## config.mk

```make
export PLATFORM = sky130hd
export DESIGN_NAME = mlc_access_ctrl
export DESIGN_NICKNAME = d
export VERILOG_FILES = /design/src/rtl/mlc_pkg.sv /design/src/rtl/mlc_fsm.sv /design/src/rtl/mlc_sw_enc.sv /design/src/rtl/mlc_rd_capture.sv /design/src/rtl/mlc_access_ctrl.sv
export SDC_FILE = /design/constraint.sdc
export NUM_CORES = 1
export LEC_CHECK = 0
export ABC_AREA = 1
export BUFFER_PORTS_ARGS = -buffer_cell sky130_fd_sc_hd__buf_2
export CORE_ASPECT_RATIO = 0.6
export CORE_UTILIZATION = 48
export DETAILED_ROUTE_END_ITERATION = 10
export PLACE_DENSITY = 0.86
export SYNTH_ARGS = -nofsm -noshare
export SYNTH_HDL_FRONTEND = slang
export SYNTH_SLANG_ARGS = --single-unit
```

## constraint.sdc

```tcl
create_clock -name clk -period 2.5 [get_ports clk]
set_input_delay 0.125 -clock clk [delete_from_list [all_inputs] [get_ports clk]]
set_output_delay 0.125 -clock clk [all_outputs]
set_load 0.005 [all_outputs]
```

## src/rtl/mlc_pkg.sv

```systemverilog
package mlc_pkg;

    localparam int unsigned MLC_COLS   = 16;
    localparam int unsigned MLC_ROW_W  = 7;
    localparam int unsigned MLC_REF_W  = 2;
    // number of level switches per column; switch k gives (k+5):(7-k)
    localparam int unsigned MLC_LEVELS = 7;

    localparam int unsigned K_REF_LOW  = 1;
    localparam int unsigned K_REF_MID  = 3;
    localparam int unsigned K_REF_HIGH = 5;

    typedef enum logic [1:0] {
        ST_IDLE  = 2'd0,
        ST_WDATA = 2'd1,
        ST_WREF  = 2'd2,
        ST_READ  = 2'd3
    } mlc_state_e;

    typedef enum logic [1:0] {
        SW_OFF,
        SW_DATA,
        SW_REF_MID,
        SW_REF_SPLIT
    } sw_src_e;

    typedef struct packed {
        logic [1:0] arr_sel;
        logic [1:0] addr_dec_en;
        logic [1:0] ref_dec_en;
        logic       pu_en;
        logic       pd_en;
        logic       wr_ctl_en;
        logic       rd_ctl_en;
        logic       sa_en;
    } mlc_ctl_t;

    function automatic logic [MLC_LEVELS-1:0] k_onehot(input int unsigned k);
        return {{(MLC_LEVELS-1){1'b0}}, 1'b1} << k;
    endfunction

    // storage values sit on even switches: value v -> switch 2v
    function automatic int unsigned data_k(input logic [1:0] v);
        return {29'd0, v, 1'b0};
    endfunction

    function automatic logic [1:0] arr_onehot(input logic hi);
        return hi ? 2'b10 : 2'b01;
    endfunction

    function automatic mlc_state_e launch_state(input logic rd, input logic wr);
        if (wr)      return ST_WDATA;
        else if (rd) return ST_WREF;
        else         return ST_IDLE;
    endfunction

endpackage

```

## src/rtl/mlc_fsm.sv

```systemverilog
module mlc_fsm
    import mlc_pkg::*;
(
    input  logic       clk,
    input  logic       rst,
    input  logic       rd_en,
    input  logic       wr_en,
    output mlc_state_e state_q,
    output logic       phase_q,
    output mlc_state_e state_d,
    output logic       phase_d
);

    always_comb begin
        state_d = state_q;
        phase_d = 1'b0;
        case (state_q)
            ST_IDLE, ST_WDATA: state_d = launch_state(rd_en, wr_en);
            ST_WREF: begin
                state_d = ST_READ;
                phase_d = phase_q;
            end
            ST_READ: begin
                if (!phase_q) begin
                    state_d = ST_WREF;
                    phase_d = 1'b1;
                end else begin
                    state_d = launch_state(rd_en, wr_en);
                end
            end
            default: state_d = ST_IDLE;
        endcase
    end

    always_ff @(posedge clk) begin
        if (rst) begin
            state_q <= ST_IDLE;
            phase_q <= 1'b0;
        end else begin
            state_q <= state_d;
            phase_q <= phase_d;
        end
    end


    wref_to_read_chk: assert property (@(posedge clk) disable iff (rst)
        (state_q == ST_WREF) |=> (state_q == ST_READ));


    first_cmp_then_ref_chk: assert property (@(posedge clk) disable iff (rst)
        (state_q == ST_READ && !phase_q) |=> (state_q == ST_WREF && phase_q));

endmodule

```

## src/rtl/mlc_sw_enc.sv

```systemverilog
module mlc_sw_enc
    import mlc_pkg::*;
#(
    parameter int unsigned COLS = MLC_COLS
) (
    input  sw_src_e                      src,
    input  logic [2*COLS-1:0]            data,
    input  logic [COLS-1:0]              msb,
    output logic [COLS*MLC_LEVELS-1:0]   sw
);

    for (genvar c = 0; c < COLS; c++) begin : g_col
        logic [MLC_LEVELS-1:0] col_sw;
        always_comb begin
            case (src)
                SW_DATA:      col_sw = k_onehot(data_k(data[2*c +: 2]));
                SW_REF_MID:   col_sw = k_onehot(K_REF_MID);
                SW_REF_SPLIT: col_sw = k_onehot(msb[c] ? K_REF_HIGH : K_REF_LOW);
                default:      col_sw = '0;
            endcase
        end
        assign sw[c*MLC_LEVELS +: MLC_LEVELS] = col_sw;
    end

endmodule

```

## src/rtl/mlc_rd_capture.sv

```systemverilog
module mlc_rd_capture
    import mlc_pkg::*;
#(
    parameter int unsigned COLS = MLC_COLS
) (
    input  logic            clk,
    input  logic            rst,
    input  mlc_state_e      state_q,
    input  logic            phase_q,
    input  logic [COLS-1:0] cmp,
    output logic [COLS-1:0] msb_q,
    output logic [COLS-1:0] lsb_q,
    output logic            valid_q
);

    always_ff @(posedge clk) begin
        if (rst) begin
            msb_q   <= '0;
            lsb_q   <= '0;
            valid_q <= 1'b0;
        end else begin
            valid_q <= 1'b0;
            if (state_q == ST_READ) begin
                if (!phase_q) begin
                    msb_q <= cmp;
                end else begin
                    lsb_q   <= cmp;
                    valid_q <= 1'b1;
                end
            end
        end
    end


    valid_pulse_chk: assert property (@(posedge clk) disable iff (rst)
        valid_q |=> !valid_q);

endmodule

```

## src/rtl/mlc_access_ctrl.sv

```systemverilog
module mlc_access_ctrl
    import mlc_pkg::*;
#(
    parameter int unsigned COLS  = MLC_COLS,
    parameter int unsigned ROW_W = MLC_ROW_W,
    parameter int unsigned REF_W = MLC_REF_W
) (
    input  logic                          clk,
    input  logic                          rst,
    input  logic                          rd_en,
    input  logic                          wr_en,
    input  logic [ROW_W:0]                addr,
    input  logic [REF_W-1:0]              ref_addr,
    input  logic [2*COLS-1:0]             wr_data,
    input  logic [COLS-1:0]               cmp_in,
    output logic [1:0]                    arr_sel,
    output logic [ROW_W-1:0]              row_sel,
    output logic [1:0]                    addr_dec_en,
    output logic [1:0]                    ref_dec_en,
    output logic [REF_W-1:0]              ref_row,
    output logic                          pu_en,
    output logic                          pd_en,
    output logic [COLS*MLC_LEVELS-1:0]    sw_sel,
    output logic                          sa_en,
    output logic                          wr_ctl_en,
    output logic                          rd_ctl_en,
    output logic [COLS-1:0]               rd_data,
    output logic [COLS-1:0]               rd_msb,
    output logic                          rd_valid
);

    localparam int unsigned ADDR_W = ROW_W + 1;
    localparam int unsigned SW_W   = COLS * MLC_LEVELS;

    mlc_state_e state_q, state_d;
    logic       phase_q, phase_d;

    mlc_fsm u_fsm (
        .clk     (clk),
        .rst     (rst),
        .rd_en   (rd_en),
        .wr_en   (wr_en),
        .state_q (state_q),
        .phase_q (phase_q),
        .state_d (state_d),
        .phase_d (phase_d)
    );

    // a new access starts: take address and reference row from the pins
    logic              launch;
    logic [ADDR_W-1:0] addr_q, eff_addr;
    logic [REF_W-1:0]  ref_q, eff_ref;

    assign launch   = (state_d == ST_WDATA) || (state_d == ST_WREF && !phase_d);
    assign eff_addr = launch ? addr : addr_q;
    assign eff_ref  = launch ? ref_addr : ref_q;

    always_ff @(posedge clk) begin
        if (rst) begin
            addr_q <= '0;
            ref_q  <= '0;
        end else if (launch) begin
            addr_q <= addr;
            ref_q  <= ref_addr;
        end
    end

    // level switch source for the cycle being entered
    sw_src_e           sw_src;
    logic [SW_W-1:0]   sw_d;

    always_comb begin
        case (state_d)
            ST_WDATA: sw_src = SW_DATA;
            ST_WREF:  sw_src = phase_d ? SW_REF_SPLIT : SW_REF_MID;
            default:  sw_src = SW_OFF;
        endcase
    end

    // second reference is entered only from the first compare, so the
    // live comparison bits are the upper bits of this read
    mlc_sw_enc #(.COLS(COLS)) u_sw_enc (
        .src  (sw_src),
        .data (wr_data),
        .msb  (cmp_in),
        .sw   (sw_d)
    );

    mlc_ctl_t         ctl_d, ctl_q;
    logic [1:0]       dsel;
    logic [ROW_W-1:0] row_d, row_q;
    logic [REF_W-1:0] refrow_d, refrow_q;
    logic [SW_W-1:0]  sw_q;

    assign dsel = arr_onehot(eff_addr[ROW_W]);

    always_comb begin
        ctl_d    = '0;
        row_d    = '0;
        refrow_d = '0;
        case (state_d)
            ST_WDATA: begin
                ctl_d.arr_sel     = dsel;
                ctl_d.addr_dec_en = dsel;
                ctl_d.pu_en       = 1'b1;
                ctl_d.pd_en       = 1'b1;
                ctl_d.wr_ctl_en   = 1'b1;
                row_d             = eff_addr[ROW_W-1:0];
            end
            ST_WREF: begin
                ctl_d.arr_sel     = dsel;
                ctl_d.ref_dec_en  = ~dsel;
                ctl_d.pu_en       = 1'b1;
                ctl_d.pd_en       = 1'b1;
                ctl_d.wr_ctl_en   = 1'b1;
                row_d             = eff_addr[ROW_W-1:0];
                refrow_d          = eff_ref;
            end
            ST_READ: begin
                ctl_d.arr_sel     = dsel;
                ctl_d.addr_dec_en = dsel;
                ctl_d.ref_dec_en  = ~dsel;
                ctl_d.rd_ctl_en   = 1'b1;
                ctl_d.sa_en       = 1'b1;
                row_d             = eff_addr[ROW_W-1:0];
                refrow_d          = eff_ref;
            end
            default: ;
        endcase
    end

    always_ff @(posedge clk) begin
        if (rst) begin
            ctl_q    <= '0;
            row_q    <= '0;
            refrow_q <= '0;
            sw_q     <= '0;
        end else begin
            ctl_q    <= ctl_d;
            row_q    <= row_d;
            refrow_q <= refrow_d;
            sw_q     <= sw_d;
        end
    end

    mlc_rd_capture #(.COLS(COLS)) u_rd_capture (
        .clk     (clk),
        .rst     (rst),
        .state_q (state_q),
        .phase_q (phase_q),
        .cmp     (cmp_in),
        .msb_q   (rd_msb),
        .lsb_q   (rd_data),
        .valid_q (rd_valid)
    );

    assign arr_sel     = ctl_q.arr_sel;
    assign addr_dec_en = ctl_q.addr_dec_en;
    assign ref_dec_en  = ctl_q.ref_dec_en;
    assign pu_en       = ctl_q.pu_en;
    assign pd_en       = ctl_q.pd_en;
    assign wr_ctl_en   = ctl_q.wr_ctl_en;
    assign rd_ctl_en   = ctl_q.rd_ctl_en;
    assign sa_en       = ctl_q.sa_en;
    assign row_sel     = row_q;
    assign ref_row     = refrow_q;
    assign sw_sel      = sw_q;


    reset_quiet_chk: assert property (@(posedge clk) disable iff (rst)
        $past(rst) |-> (sw_sel == '0 && !pu_en && !pd_en && !sa_en &&
                        addr_dec_en == 2'b00 && ref_dec_en == 2'b00 && !rd_valid));


    sense_no_drive_chk: assert property (@(posedge clk) disable iff (rst)
        sa_en |-> (!pu_en && !pd_en && sw_sel == '0));


    wref_then_sense_chk: assert property (@(posedge clk) disable iff (rst)
        (wr_ctl_en && ref_dec_en != 2'b00) |=> (sa_en && $stable(ref_row)));


    decoder_split_chk: assert property (@(posedge clk) disable iff (rst)
        (addr_dec_en & ref_dec_en) == 2'b00);

    for (genvar c = 0; c < COLS; c++) begin : g_col_chk

        column_onehot_chk: assert property (@(posedge clk) disable iff (rst)
            $onehot0(sw_sel[c*MLC_LEVELS +: MLC_LEVELS]));
    end

endmodule

```

==> qor.csv, run 1 <==
metric;value;unit
core area;11450;um^2
CP Launch Type;flip-flop;
GR Util All Layers;26.58;%
post-CTS setup buffers;0;
clk slew on worst S/H paths;70;ps
hold_sp;cmp_in[4];
die area;12370;um^2
fraction of layout cells with a size suffix above 1;29.87;%
CTS Buf Count;17;
Reg2Reg Launch Point;u_fsm.state_q[1];
Avg WL per Cell;14.52;um
CP max-delay cell;dfxtp_1;
root buffer cell;clkbuf_16;
final setup fails;0;
Slew @ Worst Pin;932.3;ps
Top-Level Pins;227;
ratio of final minimum period to clock period;89.02;%
diodes inserted;0;
FILL cells;897;
critical-path maximum fanout;32;
Final HPWL DP;10770;um
Slew HR;37.78;%
syn_nets;734;
Min-Delay Path Class;in2reg;
Lkg Pwr;4.113;nW
crit path capture type;flip-flop;
Critical Path RT;2840;ps
Max Clock Freq;449.3;MHz
GRT overflow;0;
Worst R2R End;sw_sel[4];
CTS tree;yes;
top-area cell type share of the netlist area;61.24;%
Final Hold Vio Count;0;
Initial Util;49.97;%
vias per cell;4.778;
DP Worst Slack;202.8;ps
CTS H-tree lvls;4;
Syn. warnings;0;
RD Place Congestion;0.8110;
row count;30;
Hold Crit Depth;3;
Die H;86.56;um
RSZ-0062 raised after global routing;no;
most frequent cell after synthesis;dfxtp_1;
first-pass GRT wire length;25040;um
Final Skew;12.69;ps
sequential area share after synthesis;61.24;%
arrival time worst endpoint;2570;ps
CP most frequent cell;inv_1;
clock latency on the worst-skew pair;410;ps
Hold EP;u_rd_capture.msb_q[4];
PwrDens;810.1;nW/um^2
Yosys reg bits;175;
worst vdd ir;0.5611;mV
Worst Hold Slack;17.19;ps
Die X;142.9;um
Post-Layout Cell Count;1094;
min cycle time layout;2226;ps
crit-path cells;inv_1, nor2_1, inv_1, a21oi_2, inv_1, ha_1, inv_1, a21oi_4, buf_4, nand3b_1, nor2_1;
post-synthesis area per instance;8.576;um^2
Pre-antenna DRT Iters;4;
met3 usage;8.508;%
cell taking the most area after synthesis;dfxtp_1;
Syn Inst Count;667;
largest net degree at the start of global routing;34;
initial antenna violation count;0;
DP Cell Count;1026;
count of unique library cells instantiated by Yosys;20;
DRC;0;
delay-heaviest family, CP;buffers and inverters;
Mapped Area;5720;um^2
M2 GR Usage;43.90;%
Antenna Violating Nets Remaining;0;
Most used DFF post-synth;dfxtp_1;
Setup CP Type;reg2reg;
Critical Path Max Stage Delay;370;ps
Clock Sinks;175;
final wirelength;15880;um
DP Area;6974;um^2
Final WS setup;274.4;ps
Design Area, Final;7939;um^2
ys async rst share;0;%
FF-to-FF setup slack;270;ps
Synth-to-Final Area Change;38.78;%
Nets;988;
via count;5227;
Slew Limit Fails;0;
PortBufs;226;
status;finished, final reports clean;
Buf/Inv on CP;5;
Bufs on Longest Clock Path;2;
via count of the first global-routing pass;5025;
GR Util met1;32.87;%
TNS Setup;0;ps
main area contributors after synthesis;dfxtp_1 (61%), nor2_1 (9.3%), nand2_1 (5.1%);
Starting DRT DRC Count;264;
max-cap viol count;0;
Post-synth EDFFs;0;
Commonest cells post-synth;dfxtp_1 (175), nor2_1 (142), nand2_1 (77);
Reg2Reg Depth;11;
Most Used Layer, Global Route;met2;
## cell usage in the layout (no fill, tap or decap), types with 14 or more instances in the layout
| cell type | count |
|---|---|
| nor2_1 | 141 |
| dfxtp_1 | 175 |
| buf_2 | 226 |
| dlygate4sd3_1 | 36 |
| nand3_1 | 22 |
| o21ai_0 | 42 |
| nand2_1 | 77 |
| nand3b_1 | 14 |
| clkbuf_16 | 17 |
| nand4_1 | 32 |
| a21oi_1 | 36 |
| inv_1 | 74 |
## worst register-to-register path, delay by kind of cell, from the launching register on
family | cells | cell delay [ps]
AND/OR/NAND/NOR | 3 | 410
adder cells (fa/ha/maj) | 1 | 360
flip-flops | 1 | 370
buffers and inverters | 5 | 670
AO/OA/AOI/OAI | 2 | 360
## logic make-up (layout without fill, tap and decap cells)
family	count (synthesis)	in the layout	synth area share, %
and+or+nand+nor	292	292	22.16
AOI/OAI and AO/OA	80	80	7.196
DFF	175	175	61.24
buffers and inverters	115	382	8.311
adders and majority gates	5	5	1.094
## routing by layer
| metal | part of all wire, % | routed length, um | vias up |
|---|---|---|---|
| li1 | - | - | 2611 |
| met1 | 44 | 6982 | 2384 |
| met2 | 46 | 7246 | 214 |
| met3 | 9.0 | 1423 | 18 |
| met4 | 1.5 | 231 | 0 |
| met5 | 0 | 0 | - |
## state kept, by name (all words and copies together), names as in the netlist
name / count
sw_sel: 112
u_rd_capture.lsb_q: 16
u_rd_capture.msb_q: 16
addr_q: 8
row_sel: 7
addr_dec_en: 2
arr_sel: 2
ref_dec_en: 2
ref_q: 2
ref_row: 2
u_fsm.state_q: 2
pu_en: 1
rd_ctl_en: 1
u_fsm.phase_q: 1
u_rd_capture.valid_q: 1
## how the worst max path moves through the flow
| stage | from | endpoint | cells past startpoint |
|---|---|---|---|
| 6_report | u_fsm.state_q[1] | sw_sel[4] | 11 |
| 3_3_place_gp | u_fsm.state_q[1] | sw_sel[91] | 11 |
| 5_1_grt | u_fsm.state_q[1] | sw_sel[4] | 11 |
| 2_1_floorplan | u_fsm.state_q[1] | sw_sel[0] | 12 |
| 4_1_cts | u_fsm.state_q[1] | sw_sel[4] | 11 |
| 3_5_place_dp | u_fsm.state_q[1] | sw_sel[4] | 11 |
## metrics by stage
| step | power (W) | util [%] |
|---|---|---|
| final | 0.006431 | 69.34 |
| after global routing | 0.006706 | 69.34 |
| after CTS | 0.006447 | 69.31 |
| after detailed placement | 0.003796 | 60.92 |
| after global placement | 0.003772 | 60.92 |
| after floorplan | 0.003487 | - |
## power breakdown
part	total [W]	switching [W]	internal, W
Sequential	0.00297	0.0000407	0.00293
Combinational	0.000822	0.000520	0.000302
Clock	0.00264	0.00121	0.00143
Total	0.00643	0.00177	0.00466
## final cells by class
type / instances / area (um^2) / area share (%)
inverter: 74 / 277.8 / 3.499
clock buffer: 17 / 425.4 / 5.359
clock inverter: 15 / 175.2 / 2.206
multi-input combinational: 377 / 1748 / 22.02
tap: 160 / 200.2 / 2.522
sequential: 175 / 3503 / 44.13
timing repair buffer: 276 / 1609 / 20.27
## what timing repair did
item                                    in CTS  in global routing
hold endpoints to repair                    68                  0
hold buffers                                36                  0
resized for setup                            0                  1
endpoints found under the setup margin       0                 50
No activity file was read; power rests on OpenSTA's default activity.
==> run 2, diff against run 1 <==
--- a/config.mk
+++ b/config.mk
@@ -7,7 +7,7 @@
 export LEC_CHECK = 0
 export ABC_AREA = 1
 export BUFFER_PORTS_ARGS = -buffer_cell sky130_fd_sc_hd__buf_2
-export CORE_ASPECT_RATIO = 0.6
+export CORE_ASPECT_RATIO = 0.75
 export CORE_UTILIZATION = 48
 export DETAILED_ROUTE_END_ITERATION = 10
 export PLACE_DENSITY = 0.86
==> run 2 against run 1 <==
Effect of this change:
- critical path type unchanged
- sequential share of layout area rose by 0.63 points
- sequential power barely moved
- clock power fell by 8.7%
- via count fell by 0.25%
- die area barely moved
- global-route usage fell by 1.2 points
- first-iteration DRC count fell by 9.1%
- routed wire length fell by 2.2%
- worst hold slack got worse by 8.1 ps
- cell area fell by 1.4%
- total power fell by 3.8%
- core utilization fell by 1.9 points
==> qor.csv, run 2 (synthesis gave the netlist of run 1 again) <==
metric;value;unit
Clock Sinks;175;
via count of the first global-routing pass;4750;
Largest register FFs;112;
TNS Setup;0;ps
post-CTS setup buffers;0;
GR Util All Layers;25.37;%
clock power share;39.0;%
final wirelength;15540;um
max-cap viol count;0;
DRC;0;
Post-Layout Cell Count;1092;
diodes inserted;0;
CP Launch Type;flip-flop;
Initial Util;49.26;%
min cycle time layout;2279;ps
Pre-antenna DRT Iters;5;
Critical Path RT;2810;ps
root buffer cell;clkbuf_16;
Hold Crit Depth;3;
Die H;96.54;um
GRT overflow;0;
Starting DRT DRC Count;240;
most common cell after layout, fill and taps aside;buf_2;
Top-Level Pins;227;
Final Hold Vio Count;0;
PortBufs;226;
arrival time worst endpoint;2590;ps
CTS H-tree lvls;4;
worst vdd ir;0.5467;mV
CTS tree;yes;
crit path capture type;flip-flop;
Synth-to-Final Area Change;36.83;%
sequential power share;48.1;%
Slew @ Worst Pin;951.9;ps
clk slew on worst S/H paths;60;ps
PwrDens;790.0;nW/um^2
largest net degree at the start of global routing;48;
Lkg Pwr;4.049;nW
cell internal pwr;0.004510;W
Slew HR;36.47;%
Antenna Violating Nets Remaining;0;
status;finished, final reports clean;
Slew Limit Fails;0;
CP max-delay cell;dfxtp_1;
Setup CP Type;reg2reg;
Avg WL per Cell;14.23;um
Switch Pwr;0.001673;W
FILL cells;943;
multi-input logic area;1748;um^2
RD Place Congestion;0.7956;
Nets;984;
Final HPWL DP;10680;um
die area;12360;um^2
DP Cell Count;1027;
CP most frequent cell;inv_1;
Reg2Reg Depth;12;
combinational share of power;12.9;%
core area;11610;um^2
Critical Path Max Stage Delay;360;ps
vias per cell;4.775;
Bufs on Longest Clock Path;2;
Max Clock Freq;438.8;MHz
sw frac;27.06;%
Final Skew;7.203;ps
via count;5214;
RSZ-0062 raised after global routing;no;
critical-path maximum fanout;20;
most frequent cells in the layout;buf_2 (226), dfxtp_1 (175), nor2_1 (141);
clock latency on the worst-skew pair;420;ps
initial antenna violation count;0;
CTS Buf Count;17;
ratio of final minimum period to clock period;91.16;%
Seq. cell area;3503;um^2
row count;34;
Min-Delay Path Class;in2reg;
first-pass GRT wire length;23830;um
fraction of layout cells with a size suffix above 1;29.68;%
final setup fails;0;
crit-path cells;inv_1, nor2_1, inv_1, a21oi_2, inv_1, ha_1, buf_4, nand3_1, buf_4, nand2_1, nand2_1, nor2_1;
Die X;128.1;um
run 2: cell types whose count changed in the layout (fill, tap and decap cells not counted), moves of 2 or more:
cell,delta
clkbuf_1,+2
clkinv_8,-3
clkinvlp_4,+3
dlygate4sd3_1,-3
inv_6,+4
inv_8,-4
run 2: path summary, 6_finish.rpt:
| kind | from | endpoint | slack [ps] |
|---|---|---|---|
| hold reg to reg | u_rd_capture.lsb_q[6] | u_rd_capture.lsb_q[6] | 450 |
| setup / recovery | u_fsm.state_q[1] | sw_sel[16] | 220 |
| setup reg to reg | u_fsm.state_q[1] | sw_sel[16] | 220 |
| hold / removal | wr_data[28] | sw_sel[104] | 9 |
run 2: layout make-up:
cell class | count | area share, %
repair buffers | 272 | 19.92
well taps | 162 | 2.590
flip-flops and latches | 175 | 44.76
clock inverters | 13 | 1.327
multi-input cells | 377 | 22.33
inverters | 74 | 3.549
clock buffers | 19 | 5.531
run 2: metrics by stage:
stage | setup WS, ps | total power, W | cell area (um^2) | hold WS (ps) | utilization [%]
floorplan | 387.6 | 0.003487 | 5720 | 273.3 | -
global placement | 297.1 | 0.003753 | 6957 | 402.7 | 59.90
detailed placement | 171.2 | 0.003781 | 6957 | 409.5 | 59.90
CTS | 154.4 | 0.006195 | 7824 | 0.9533 | 67.37
global route | 59.75 | 0.006455 | 7828 | 8.832 | 67.40
finish | 221.0 | 0.006184 | 7828 | 9.092 | 67.40
run 2: what timing repair did:
item | CTS | global route
endpoints found under the setup margin | 0 | 41
hold endpoints to repair | 51 | 0
hold buffers | 33 | 0
resized for setup | 0 | 1
run 2: layer usage:
layer  vias to the layer above  global-route usage [%]  part of all wire, %
met1                      2391                   29.80                   43
met2                       209                   44.25                   48
li1                       2596                       -                    -
met4                         0                   9.510                  1.5
met3                        18                   7.599                  7.9
met5                         -                       0                    0
run 2: worst max-delay path, delay by kind of cell (launching register included):
kind | cells | cell delay (ps)
buffers and inverters | 5 | 730
AND/OR/NAND/NOR | 5 | 450
flip-flops | 1 | 360
adder cells (fa/ha/maj) | 1 | 350
AO/OA/AOI/OAI | 1 | 260
run 2: power by group through the flow:
| stage | Sequential, W | Clock, W | Combinational, W |
|---|---|---|---|
| 2_1_floorplan | 0.00305 | 0 | 0.000438 |
| 3_3_place_gp | 0.00303 | 0 | 0.000723 |
| 3_5_place_dp | 0.00303 | 0 | 0.000748 |
| 4_1_cts | 0.00297 | 0.00243 | 0.000795 |
| 5_1_grt | 0.00298 | 0.00258 | 0.000890 |
| 6_report | 0.00297 | 0.00241 | 0.000800 |
==> run 3, diff against run 2 <==
--- a/config.mk
+++ b/config.mk
@@ -5,7 +5,7 @@
 export SDC_FILE = /design/constraint.sdc
 export NUM_CORES = 1
 export LEC_CHECK = 0
-export ABC_AREA = 1
+export ABC_AREA = 0
 export BUFFER_PORTS_ARGS = -buffer_cell sky130_fd_sc_hd__buf_2
 export CORE_ASPECT_RATIO = 0.75
 export CORE_UTILIZATION = 48
==> run 3 against run 2 <==
Effect of this change:
- clock-buffer cell count rose by 2
- clock skew rose by 2.1 ps
- setup slack got worse by 54 ps
- critical path depth fell by 4
- die area rose by 2.2%
- routed wire length fell by 0.64%
- clock power rose by 6%
- first-iteration DRC count rose by 11%
- critical path type unchanged
- largest power group unchanged
==> qor.csv, run 3 <==
metric;value;unit
diodes inserted;0;
Min-Delay Path Class;in2reg;
Slew HR;45.51;%
Critical Path Max Stage Delay;440;ps
main area contributors after synthesis;dfxtp_1 (60%), nand2_1 (6.5%), nor4b_1 (4.8%);
CTS tree;yes;
multiplexer share of the synthesized area;3.444;%
WP depth;8;
Worst Hold Slack;96.32;ps
Top-Level Pins;227;
PwrDens;738.5;nW/um^2
Slew Limit Fails;0;
Commonest cells post-synth;dfxtp_1 (175), nand2_1 (102), a21oi_1 (52);
FILL cells;861;
Die X;129.5;um
row count;34;
ratio of final minimum period to clock period;93.30;%
Critical Path RT;2760;ps
Final Skew;9.256;ps
RD Place Congestion;0.8162;
Slew @ Worst Pin;815.0;ps
CTS Buf Count;17;
worst vdd ir;0.4375;mV
top-area cell type share of the netlist area;59.89;%
clk slew on worst S/H paths;60;ps
Synth-to-Final Area Change;40.77;%
syn_nets;618;
Reg2Reg Depth;8;
most common cell after layout, fill and taps aside;buf_2;
via count;4942;
Final Hold Vio Count;0;
synthesized-area fraction occupied by adder cells;1.070;%
Initial Util;49.82;%
PortBufs;226;
DRC;0;
most frequent cells in the layout;buf_2 (226), dfxtp_1 (174), nand2_1 (102);
root buffer cell;clkbuf_16;
Clock Sinks;175;
clock latency on the worst-skew pair;400;ps
Lkg Pwr;3.693;nW
Starting DRT DRC Count;267;
Final HPWL DP;9477;um
vias per cell;4.992;
fraction of layout cells with a size suffix above 1;36.47;%
max-cap viol count;0;
post-CTS setup buffers;0;
DP Worst Slack;120.7;ps
delay-heaviest family, CP;buffers and inverters;
final wirelength;15440;um
GRT overflow;0;
Final WS setup;167.4;ps
Largest register FFs;112;
first-pass GRT wire length;23920;um
final setup fails;0;
Most used DFF post-synth;dfxtp_1;
Pre-antenna DRT Iters;5;
via count of the first global-routing pass;4796;
Syn. warnings;0;
sequential area share after synthesis;59.89;%
crit path capture type;flip-flop;
Setup CP Type;reg2reg;
FF-to-FF setup slack;170;ps
Post-synth EDFFs;0;
largest family of logic cells by synthesized area;simple AND/OR/NAND/NOR gates;
Synth Area in Compound Gates;5.583;%
GR Util All Layers;24.52;%
arrival time worst endpoint;2600;ps
DP Cell Count;901;
Bufs on Longest Clock Path;2;
core area;11740;um^2
XOR/XNOR share of the synthesized area;0.2781;%
most frequent cell after synthesis;dfxtp_1;
CTS H-tree lvls;4;
Syn Inst Count;551;
Post-Synth Simple-Gate Area;25.60;%
Antenna Violating Nets Remaining;0;
Hold Crit Depth;4;
Nets;882;
initial antenna violation count;0;
total power;0.006081;W
ys async rst share;0;%
CP max-delay cell;dfxtp_1;
Post-Layout Cell Count;990;
CP Launch Type;flip-flop;
min cycle time layout;2333;ps
Avg WL per Cell;15.59;um
count of unique library cells instantiated by Yosys;35;
status;finished, final reports clean;
Die H;97.60;um
Max Clock Freq;428.7;MHz
Buf/Inv on CP;2;
critical-path maximum fanout;96;
die area;12640;um^2
largest net degree at the start of global routing;97;
cell taking the most area after synthesis;dfxtp_1;
Mapped Area;5849;um^2
post-synthesis area per instance;10.62;um^2
crit-path cells;nand2_1, a21oi_1, inv_1, ha_1, nor2b_2, a41oi_4, buf_12, nor4bb_2;
Yosys reg bits;175;
## run 3: layer usage
layer	vias up	track usage (%)	share of wire (%)
met2	186	42.10	50
met1	2320	28.46	41
met5	-	0	0
met4	0	10.55	2.4
li1	2406	-	-
met3	30	6.663	6.0
## run 3: area by class of cell
| class | instances | area (um^2) | share of cell area (%) |
|---|---|---|---|
| Tap cell | 162 | 202.7 | 2.462 |
| Clock inverter | 11 | 130.1 | 1.580 |
| Clock buffer | 21 | 440.4 | 5.349 |
| Multi-Input combinational cell | 326 | 2160 | 26.23 |
| Timing Repair Buffer | 293 | 1789 | 21.73 |
| Sequential cell | 175 | 3505 | 42.56 |
| Inverter | 2 | 7.507 | 0.09117 |
## run 3: final timing paths
kind	from	end
max	u_fsm.phase_q	sw_sel[6]
min	addr[7]	addr_dec_en[0]
max reg2reg	u_fsm.phase_q	sw_sel[6]
min reg2reg	u_rd_capture.msb_q[5]	u_rd_capture.msb_q[5]
## run 3: power breakdown
part | internal (W) | switching, W | leakage (nW)
clock network | 0.00148 | 0.00106 | 0.265
logic | 0.000282 | 0.000339 | 2.01
registers | 0.00288 | 0.0000351 | 1.42
total | 0.00464 | 0.00144 | 3.69
## run 3: logic make-up after synthesis
kind of cell,count (synthesis)
compound gates,59
xor+xnor,1
flops,175
buf+inv,50
fa+ha+maj,5
mux,20
simple gates,241
## run 3: worst reg2reg max path, cell delays in order, from the launching register on
cell      delay [ps]
dfxtp_1          440
nand2_1           90
a21oi_1          190
inv_1            130
ha_1             330
nor2b_2          180
a41oi_4          260
buf_12           410
nor4bb_2         160
## run 3: per-stage QoR
step	area [um^2]	util [%]	setup TNS (ps)
floorplan	5853	-	0
global placement	7071	60.22	0
detailed placement	7071	60.22	0
CTS	8212	69.94	0
global route	8234	70.13	-6.643
finish	8234	70.13	0
## run 3: what timing repair did
action / 4_1_cts / 5_1_grt
hold endpoints to repair: 128 / 0
gates resized for setup: 0 / 5
setup endpoints to repair: 0 / 14
hold buffers: 57 / 0
